`src/rtl/outcmp_pkg.sv`:
```
package outcmp_pkg;

    typedef enum logic [2:0] {
        MD_OFF     = 3'd0,
        MD_SET     = 3'd1,
        MD_CLR     = 3'd2,
        MD_TGL     = 3'd3,
        MD_PULSE   = 3'd4,
        MD_TRAIN   = 3'd5,
        MD_PWM     = 3'd6,
        MD_PWM_FLT = 3'd7
    } oc_mode_e;

    typedef enum logic [2:0] {
        ST_OFF,
        ST_ARMED,
        ST_LATCHED,
        ST_WAIT_RISE,
        ST_WAIT_FALL,
        ST_SPENT,
        ST_PWM
    } oc_state_e;

    typedef struct packed {
        logic     idle_stop;
        logic     tsel;
        oc_mode_e mode;
    } oc_ctrl_t;

    localparam int CTL_MODE_LSB = 0;
    localparam int CTL_TSEL_BIT = 3;
    localparam int CTL_FLAG_BIT = 4;
    localparam int CTL_IDLE_BIT = 13;

    localparam logic [1:0] SEL_MAIN = 2'd0;
    localparam logic [1:0] SEL_SEC  = 2'd1;
    localparam logic [1:0] SEL_CTRL = 2'd2;

    function automatic oc_state_e entry_state(oc_mode_e m);
        case (m)
            MD_OFF:                  return ST_OFF;
            MD_SET, MD_CLR, MD_TGL:  return ST_ARMED;
            MD_PULSE, MD_TRAIN:      return ST_WAIT_RISE;
            default:                 return ST_PWM;
        endcase
    endfunction

endpackage

```
`src/rtl/outcmp_regs.sv`:
```
module outcmp_regs
    import outcmp_pkg::*;
#(
    parameter int REG_W = 16
) (
    input  logic             clk,
    input  logic             rst_n,
    input  logic             wr_en,
    input  logic [1:0]       wr_sel,
    input  logic [REG_W-1:0] wr_data,
    input  logic [1:0]       rd_sel,
    output logic [REG_W-1:0] rd_data,
    input  logic             blocked,
    input  logic             sleep_i,
    input  logic             fault_n,
    input  logic             load_main,
    output logic [REG_W-1:0] main_q,
    output logic [REG_W-1:0] sec_q,
    output oc_ctrl_t         ctrl_q,
    output logic             fault_flag,
    output logic             ctrl_wr,
    output oc_mode_e         wr_mode
);

    logic             wr_ok;
    logic [REG_W-1:0] ctrl_word;

    assign wr_ok   = wr_en && !blocked;
    assign ctrl_wr = wr_ok && (wr_sel == SEL_CTRL);
    assign wr_mode = oc_mode_e'(wr_data[CTL_MODE_LSB +: 3]);

    always_ff @(posedge clk or negedge rst_n) begin
        if (!rst_n) begin
            main_q <= '0;
        end else if (load_main) begin
            main_q <= sec_q;
        end else if (wr_ok && wr_sel == SEL_MAIN) begin
            main_q <= wr_data;
        end
    end

    always_ff @(posedge clk or negedge rst_n) begin
        if (!rst_n) begin
            sec_q <= '0;
        end else if (wr_ok && wr_sel == SEL_SEC) begin
            sec_q <= wr_data;
        end
    end

    always_ff @(posedge clk or negedge rst_n) begin
        if (!rst_n) begin
            ctrl_q <= '{idle_stop: 1'b0, tsel: 1'b0, mode: MD_OFF};
        end else if (ctrl_wr) begin
            ctrl_q.idle_stop <= wr_data[CTL_IDLE_BIT];
            ctrl_q.tsel      <= wr_data[CTL_TSEL_BIT];
            ctrl_q.mode      <= wr_mode;
        end
    end

    // sticky: only the reset input clears it
    always_ff @(posedge clk or negedge rst_n) begin
        if (!rst_n) begin
            fault_flag <= 1'b0;
        end else if (ctrl_q.mode == MD_PWM_FLT && !fault_n && !sleep_i) begin
            fault_flag <= 1'b1;
        end
    end

    always_comb begin
        ctrl_word                          = '0;
        ctrl_word[CTL_MODE_LSB +: 3]       = ctrl_q.mode;
        ctrl_word[CTL_TSEL_BIT]            = ctrl_q.tsel;
        ctrl_word[CTL_FLAG_BIT]            = fault_flag;
        ctrl_word[CTL_IDLE_BIT]            = ctrl_q.idle_stop;
    end

    always_comb begin
        case (rd_sel)
            SEL_MAIN: rd_data = main_q;
            SEL_SEC:  rd_data = sec_q;
            SEL_CTRL: rd_data = ctrl_word;
            default:  rd_data = '0;
        endcase
    end

endmodule

```
`src/rtl/outcmp_tmr_sel.sv`:
```
module outcmp_tmr_sel #(
    parameter int CNT_W = 16
) (
    input  logic [CNT_W-1:0] cnt_a,
    input  logic             wrap_a,
    input  logic [CNT_W-1:0] cnt_b,
    input  logic             wrap_b,
    input  logic             sel_b,
    output logic [CNT_W-1:0] cnt,
    output logic             wrap
);

    assign cnt  = sel_b ? cnt_b  : cnt_a;
    assign wrap = sel_b ? wrap_b : wrap_a;

endmodule

```
`src/rtl/outcmp_fsm.sv`:
```
module outcmp_fsm
    import outcmp_pkg::*;
#(
    parameter int CNT_W = 16
) (
    input  logic             clk,
    input  logic             rst_n,
    input  logic             halt,
    input  logic             ctrl_wr,
    input  oc_mode_e         wr_mode,
    input  oc_mode_e         mode,
    input  logic [CNT_W-1:0] cnt,
    input  logic             wrap,
    input  logic [CNT_W-1:0] main_q,
    input  logic [CNT_W-1:0] sec_q,
    output logic             pin_q,
    output logic             load_main,
    output oc_state_e        state_q
);

    oc_state_e state_n;
    logic      pin_n;
    logic      hit_main;
    logic      hit_sec;

    assign hit_main  = (cnt == main_q);
    assign hit_sec   = (cnt == sec_q);
    assign load_main = !halt && !ctrl_wr && (state_q == ST_PWM) && wrap;

    always_comb begin
        state_n = state_q;
        pin_n   = pin_q;
        if (halt) begin
            state_n = state_q;
        end else if (ctrl_wr) begin
            state_n = entry_state(wr_mode);
            if (wr_mode == MD_OFF) pin_n = 1'b0;
        end else begin
            unique case (state_q)
                ST_OFF: begin
                    pin_n = 1'b0;
                end
                ST_ARMED: begin
                    if (hit_main) begin
                        case (mode)
                            MD_SET: begin
                                pin_n   = 1'b1;
                                state_n = ST_LATCHED;
                            end
                            MD_CLR: begin
                                pin_n   = 1'b0;
                                state_n = ST_LATCHED;
                            end
                            default: pin_n = !pin_q;
                        endcase
                    end
                end
                ST_LATCHED: begin
                    state_n = ST_LATCHED;
                end
                ST_WAIT_RISE: begin
                    if (hit_main) begin
                        pin_n   = 1'b1;
                        state_n = ST_WAIT_FALL;
                    end
                end
                ST_WAIT_FALL: begin
                    if (hit_sec) begin
                        pin_n   = 1'b0;
                        state_n = (mode == MD_TRAIN) ? ST_WAIT_RISE : ST_SPENT;
                    end
                end
                ST_SPENT: begin
                    pin_n = 1'b0;
                end
                ST_PWM: begin
                    if (wrap) begin
                        pin_n = (sec_q != '0);
                    end else if (hit_main) begin
                        pin_n = 1'b0;
                    end
                end
                default: begin
                    state_n = ST_OFF;
                    pin_n   = 1'b0;
                end
            endcase
        end
    end

    always_ff @(posedge clk or negedge rst_n) begin
        if (!rst_n) state_q <= ST_OFF;
        else        state_q <= state_n;
    end

    always_ff @(posedge clk or negedge rst_n) begin
        if (!rst_n) pin_q <= 1'b0;
        else        pin_q <= pin_n;
    end

endmodule

```
`src/rtl/outcmp_channel.sv`:
```
module outcmp_channel
    import outcmp_pkg::*;
#(
    parameter int CNT_W = 16
) (
    input  logic             clk,
    input  logic             rst_n,
    input  logic             wr_en,
    input  logic [1:0]       wr_sel,
    input  logic [CNT_W-1:0] wr_data,
    input  logic [1:0]       rd_sel,
    output logic [CNT_W-1:0] rd_data,
    input  logic [CNT_W-1:0] tmr_a_cnt,
    input  logic             tmr_a_wrap,
    input  logic [CNT_W-1:0] tmr_b_cnt,
    input  logic             tmr_b_wrap,
    input  logic             idle_i,
    input  logic             sleep_i,
    input  logic             fault_n,
    output logic             pin_level,
    output logic             pin_drive_en
);

    logic [CNT_W-1:0] main_q;
    logic [CNT_W-1:0] sec_q;
    oc_ctrl_t         ctrl_q;
    logic             fault_flag;
    logic             ctrl_wr;
    oc_mode_e         wr_mode;
    oc_mode_e         cur_mode;
    logic             halt;
    logic             load_main;
    logic [CNT_W-1:0] sel_cnt;
    logic             sel_wrap;
    oc_state_e        fsm_state;

    assign cur_mode     = ctrl_q.mode;
    assign halt         = sleep_i || (idle_i && ctrl_q.idle_stop);
    assign pin_drive_en = !((cur_mode == MD_PWM_FLT) && !fault_n);

    outcmp_regs #(.REG_W(CNT_W)) regs_i (
        .clk        (clk),
        .rst_n      (rst_n),
        .wr_en      (wr_en),
        .wr_sel     (wr_sel),
        .wr_data    (wr_data),
        .rd_sel     (rd_sel),
        .rd_data    (rd_data),
        .blocked    (halt),
        .sleep_i    (sleep_i),
        .fault_n    (fault_n),
        .load_main  (load_main),
        .main_q     (main_q),
        .sec_q      (sec_q),
        .ctrl_q     (ctrl_q),
        .fault_flag (fault_flag),
        .ctrl_wr    (ctrl_wr),
        .wr_mode    (wr_mode)
    );

    outcmp_tmr_sel #(.CNT_W(CNT_W)) tsel_i (
        .cnt_a  (tmr_a_cnt),
        .wrap_a (tmr_a_wrap),
        .cnt_b  (tmr_b_cnt),
        .wrap_b (tmr_b_wrap),
        .sel_b  (ctrl_q.tsel),
        .cnt    (sel_cnt),
        .wrap   (sel_wrap)
    );

    outcmp_fsm #(.CNT_W(CNT_W)) fsm_i (
        .clk       (clk),
        .rst_n     (rst_n),
        .halt      (halt),
        .ctrl_wr   (ctrl_wr),
        .wr_mode   (wr_mode),
        .mode      (cur_mode),
        .cnt       (sel_cnt),
        .wrap      (sel_wrap),
        .main_q    (main_q),
        .sec_q     (sec_q),
        .pin_q     (pin_level),
        .load_main (load_main),
        .state_q   (fsm_state)
    );

endmodule

```
`config.mk`:
```
export PLATFORM = sky130hd
export DESIGN_NAME = outcmp_channel
export DESIGN_NICKNAME = d
export VERILOG_FILES = /design/src/rtl/outcmp_pkg.sv /design/src/rtl/outcmp_regs.sv /design/src/rtl/outcmp_tmr_sel.sv /design/src/rtl/outcmp_fsm.sv /design/src/rtl/outcmp_channel.sv
export SDC_FILE = /design/constraint.sdc
export NUM_CORES = 1
export LEC_CHECK = 0
export CORE_MARGIN = 2
export CORE_UTILIZATION = 49
export DETAILED_ROUTE_END_ITERATION = 12
export PLACE_DENSITY = 0.88
export SLEW_MARGIN = 20
export SYNTH_ARGS = -nofsm -noshare
export SYNTH_HDL_FRONTEND = slang
export SYNTH_SLANG_ARGS = --single-unit
```
`constraint.sdc`:
```
create_clock -name clk -period 2.9 [get_ports clk]
set_input_delay 0.87 -clock clk [delete_from_list [all_inputs] [get_ports clk]]
set_output_delay 0.87 -clock clk [all_outputs]
set_load 0.05 [all_outputs]
```
**After elaboration in Yosys (flattened, before gate mapping)**

Index checks and enable logic that the tools add are counted.

- Equal/unequal tests: 29
- Multiplexer cells: 22
- Bitwise gates (word level): 1
- Reduce and logical (&&, ||, !) cells: 29

Operator list:

| cell | number |
|---|---|
| $mux W16 | 3 |
| $pmux W16 S3 | 1 |
| $eq A16 B16 Y1 | 2 |
| $eq A3 B3 Y1 const B | 7 |
| $mux W3 | 6 |
| $reduce_bool A16 Y1 | 1 |
| $eq A3 B2 Y1 const B | 5 |
| $pmux W3 S5 | 1 |
| $logic_and A1 B1 Y1 | 10 |
| $eq A3 B1 Y1 const B | 3 |
| $ne A3 B1 Y1 const B | 3 |
| $pmux W3 S3 | 1 |
| $mux W1 | 8 |
| $reduce_and A7 Y1 | 1 |
| $logic_not A1 Y1 | 6 |
| $logic_not A3 Y1 | 2 |
| $reduce_and A6 Y1 | 1 |
| $reduce_or A3 Y1 | 2 |
| $pmux W1 S5 | 1 |
| $eq A2 B1 Y1 const B | 2 |
| $eq A2 B2 Y1 const B | 2 |
| $logic_not A2 Y1 | 2 |
| $ne A2 B1 Y1 const B | 2 |
| $ne A4 B1 Y1 const B | 1 |
| other kinds (7) | 8 |

- Flip-flop bits (word level): 42
- Output and inout bits: 18

**Longest topological paths before layout**

Gate-level depths: netlist (run 1).

- Depth in word-level cells: 10
- Mapped depth: 9
- Mapped depth without buffers: 7

**By module**

A second synthesis (run 1) with hierarchy kept.

- Cell total of the unflattened synthesis: 264
- Area, all modules: 3,069.2 sq um

By module, submodules not included:

| module | times used | cells each | area each (sq um) |
|---|---|---|---|
| outcmp_regs | 1 | 148 | 2,026.9 |
| outcmp_fsm | 1 | 95 | 765.7 |
| outcmp_tmr_sel | 1 | 19 | 260.2 |
| outcmp_channel | 1 | 2 | 16.3 |

**Least setup slack after synthesis (run 1)**

OpenSTA, ideal clock, no wires.

- Kind: in2out
- From: in rd_sel[0]
- To: out rd_data[10]
- Arrival time: 2.486 ns
- Path slack: -0.456 ns
- Stages on the path: 4
- Buffers on the path: 2
- Path through: clkbuf_1 clkbuf_1 mux2i_1 nor2_1

- Longest elaborated chain between the ends: 2
- Elaborated cells on any way between the ends: 4

RTL lines:

| what | line | RTL |
|---|---|---|
| start: declaration | outcmp_channel.sv:11 | `input logic [1:0] rd_sel,` |
| $eq A2 B2 Y1 (tied with other cells) | outcmp_regs.sv:78 | `case (rd_sel)` |
| $pmux W16 S3 * | outcmp_regs.sv:78 |  |
| end: declaration | outcmp_channel.sv:12 | `output logic [CNT_W-1:0] rd_data,` |

Mark *: on every way between the ends. The rest lies on a longest branch, timed or not.

**Worst setup path in the final report (run 1)**

- From: in tmr_b_cnt[11]
- To: reg fsm_i.pin_q

- Longest elaborated chain between the ends: 4
- Elaborated cells on any way between the ends: 8

RTL lines:

| what | line | RTL |
|---|---|---|
| start: declaration | outcmp_channel.sv:15 | `input logic [CNT_W-1:0] tmr_b_cnt,` |
| $mux W16 * | outcmp_tmr_sel.sv:13 | `assign cnt = sel_b ? cnt_b : cnt_a;` |
| $eq A16 B16 Y1 (on tied branches) | outcmp_fsm.sv:26, outcmp_fsm.sv:27 |  |
| $ne A4 B1 Y1 (no line) / $ne A3 B1 Y1 (equally long branches) | n/a |  |
| $reduce_and A7 Y1 (no line) * | n/a |  |
| end signal: assignment | outcmp_fsm.sv:98 | `else pin_q <= pin_n;` |
| end: declaration | outcmp_fsm.sv:16 | `output logic pin_q,` |

Marks and branches as above.
A chain may end at the register's enable or synchronous reset.

==> flow_summary.toml, run 1 <==
[critical_path]
reg2reg_depth = 9
path_max_fanout = 2
cp.arrival_ps = 3170
reg2reg_from = "regs_i.ctrl_q[3]$_DFFE_PN0P_"
cp.required_ps = 3080
cp-start-kind = "input pin"
path_class = "input pin to flop"
r2r_slack_ps = 20
reg2reg_to = "fsm_i.pin_q$_DFFE_PN0P_"
cp-end-kind = "flop"

[yosys]
postSynthAreaPerCell_um2 = 9.76
synth_top_area_frac = 0.370
synth_area_leaders = "dfrtp_1 37%, mux2i_1 15%, xnor2_1 10%"
yosys_warnings = 0
ys_types = 33
async_flop_share = 1.00
synth_top_area_cell = "dfrtp_1"
ys_seq_area_frac = 0.370
synth_ff_type = "dfrtp_1"
postSynthCellCount = 291
syn_area_mm2 = 0.00284
synth_commonest_cells = "43 x mux2i_1, 42 x dfrtp_1, 34 x xnor2_1, 28 x nor2_1, 22 x nand2_1"
ys_seq_elements = 42
synth_edf_count = 0
synth_fp_nets = 351
yosysMostFrequentCell = "mux2i_1"

[placed_design]
dp_hpwl_um = 6290
post-place-ws_ps = -220
place_congestion = 1.03
io_buffers = 77

[timing]
max_slew_margin = 0.369
tns_ps = -91.1
slew_violations = 0
period_share = 1.03
worst_slew_pin_slew_ps = 946
setup_slack_ps = -91.1
hold_viol_final = 0
final.min_clock_period_ps = 2990
finClkSkew_ps = 8.91
setup_viol = 1
clock.fmax_ghz = 0.334

[finish]
multi_input_area_mm2 = 0.00204
fillers = 310
fin_nets = 438
seq_area_mm2 = 0.00105
drive_above_1_share = 0.302
synthToLayoutAreaGrowth_pct = 56.1
n_antenna_cell = 0

[min_path]
holdCritStartpoint = "regs_i.fault_flag$_DFFE_PN0P_"
holdCritPathClass = "flop to flop"
hold_end = "regs_i.fault_flag$_DFFE_PN0P_"
whs_path_depth = 1

[grt]
grt_usage = 0.298
grt_max_degree = 43
grt-ovfl-total = 0
grt_pass1_wl_um = 14400
antenna_found_initial = 0
grt_pass1_vias = 2688

[detailed_routing]
wirelength_um = 9930
met1Wirelength_um = 3860
firstDrtPassIters = 5
drtIter0Drc = 384
wl_met2_um = 4840
num_vias = 2794
route.detailed.drc = 0
vias_per_cell = 6.22
wl_per_cell_um = 22.1
wl_met3_um = 745
dr.max_layer_used = "met4"
ant_nets = 0

[outcome]
failed_checks = "negative setup slack"
status = "finished with violations"

[cts]
root_buffer = "clkbuf_8"
cts_tree = "yes"
holdBufCountCts = 0
numCtsBuffers = 5
clock_latency_ps = 300
cts_htree_levels = 2
max-clock-path-buffers = 2
cts_sinks = 42
clk_pin_slew_ps = 70

[job]
cap_violations = 0

[floorplan]
die_w_um = 80.1
rows = 27
initial_utilization = 0.513
die-area_mm2 = 0.00642
io_pins = 78
die_y_um = 80.1
core-area_mm2 = 0.00554

[power_and_ir_drop]
vdd_drop_max_mv = 0.460
p_leak_nw = 1.76
power.density_mw_per_mm2 = 741
## cell families after synthesis
kind of cell           synth area share
flip-flops                        0.370
XOR/XNOR                          0.105
multiplexers                      0.266
AND/OR/NAND/NOR                   0.144
buffers and inverters            0.0339
AO/OA/AOI/OAI                    0.0806
## critical path: stages
cell and delay, ps:
clkdlybuf4s50_1 510, mux2i_4 100, xnor2_1 180, nor4_2 410, nand4_1 300, o211ai_1 280
o2111ai_4 200, mux2_4 330
## worst max path at each step
stage	from	to	slack (ps)	cells past startpoint
6_report	tmr_b_cnt[11]	fsm_i.pin_q$_DFFE_PN0P_	-90	8
5_1_grt	tmr_b_cnt[13]	fsm_i.pin_q$_DFFE_PN0P_	-80	8
4_1_cts	tmr_b_cnt[11]	fsm_i.state_q[1]$_DFFE_PN0P_	7	9
3_5_place_dp	tmr_b_cnt[9]	fsm_i.pin_q$_DFFE_PN0P_	-220	9
3_3_place_gp	tmr_a_cnt[3]	fsm_i.pin_q$_DFFE_PN0P_	-120	8
2_1_floorplan	rd_sel[0]	rd_data[10]	60	4
## metrics by stage
stage                     total power [mW]  std cells  instance area, µm²  hold slack, ps  utilization
final                                 3.28        449                4430             499        0.800
after global routing                  3.42        449                4430             508        0.800
after CTS                             3.04        451                4240             508        0.765
after detailed placement              2.60        444                4080             477        0.736
after global placement                2.51        444                4080             481        0.736
after floorplan                       2.00        291                2940             443            -
## state kept, by name, summed over array words and instances (netlist names)
name,cells
regs_i.main_q,16
fsm_i.state_q,3
regs_i.sec_q,16
fsm_i.pin_q,1
regs_i.ctrl_q,5
regs_i.fault_flag,1
## power breakdown
group	internal [mW]	switching (mW)
Combinational	0.880	0.910
Sequential	0.791	0.325
Clock	0.184	0.195
Total	1.85	1.43
## repair_timing
action                     in CTS  in global routing
resized for setup              13                 41
setup endpoints to repair      20                  8
gates cloned                    1                  0
pin swaps                       0                 12
buffers inserted                0                  1
## cell type report
cell class              count  area share
multi-input cells         230       0.459
well taps                  72      0.0203
repair buffers             97       0.263
clock buffers               6      0.0186
inverters                   2     0.00169
flip-flops and latches     42       0.237
## layout by cell type (no fill, tap or decap), types with 2 or more instances in the layout
master and n:
or3_1 3, xnor2_2 3, nor2_4 10, nor3_1 5
o21bai_1 2, nand4_1 4, xnor2_1 31, clkdlybuf4s50_1 48
nand2_1 22, mux2_1 3, mux2i_1 25, o21ai_2 6
o21ai_0 5, buf_12 20, clkbuf_8 6, dfrtp_1 42
mux2i_4 8, nor4_1 7, nand3_1 3, nor2_1 18
mux2_2 16, mux2i_2 16, a31oi_1 2, nor4_2 3
a21oi_1 20, nor4_4 2, buf_4 16, nand4b_1 2
nor2b_1 3, inv_1 2, dlymetal6s2s_1 9
## metal layers
layer / GRT usage / up-vias
met3: 0.0584 / 44
met5: 0 / -
li1: - / 1212
met2: 0.485 / 194
met1: 0.393 / 1344
met4: 0.112 / 0
No activity file was read; power rests on OpenSTA's default activity.
==> inputs of run 2 (changes only) <==
--- a/config.mk
+++ b/config.mk
@@ -5,6 +5,7 @@
 export SDC_FILE = /design/constraint.sdc
 export NUM_CORES = 1
 export LEC_CHECK = 0
+export ABC_CLOCK_PERIOD_IN_PS = 2900
 export CORE_MARGIN = 2
 export CORE_UTILIZATION = 49
 export DETAILED_ROUTE_END_ITERATION = 12
==> results of run 2 <==
No change in the layout: final DEF, timing and power equal those of run 1.
==> inputs of run 3 (changes only) <==
--- a/config.mk
+++ b/config.mk
@@ -5,12 +5,12 @@
 export SDC_FILE = /design/constraint.sdc
 export NUM_CORES = 1
 export LEC_CHECK = 0
+export ABC_AREA = 0
 export ABC_CLOCK_PERIOD_IN_PS = 2900
 export CORE_MARGIN = 2
 export CORE_UTILIZATION = 49
 export DETAILED_ROUTE_END_ITERATION = 12
 export PLACE_DENSITY = 0.88
-export SLEW_MARGIN = 20
 export SYNTH_ARGS = -nofsm -noshare
 export SYNTH_HDL_FRONTEND = slang
 export SYNTH_SLANG_ARGS = --single-unit
==> results of run 3 <==
No change in the layout: final DEF, timing and power equal those of run 1.
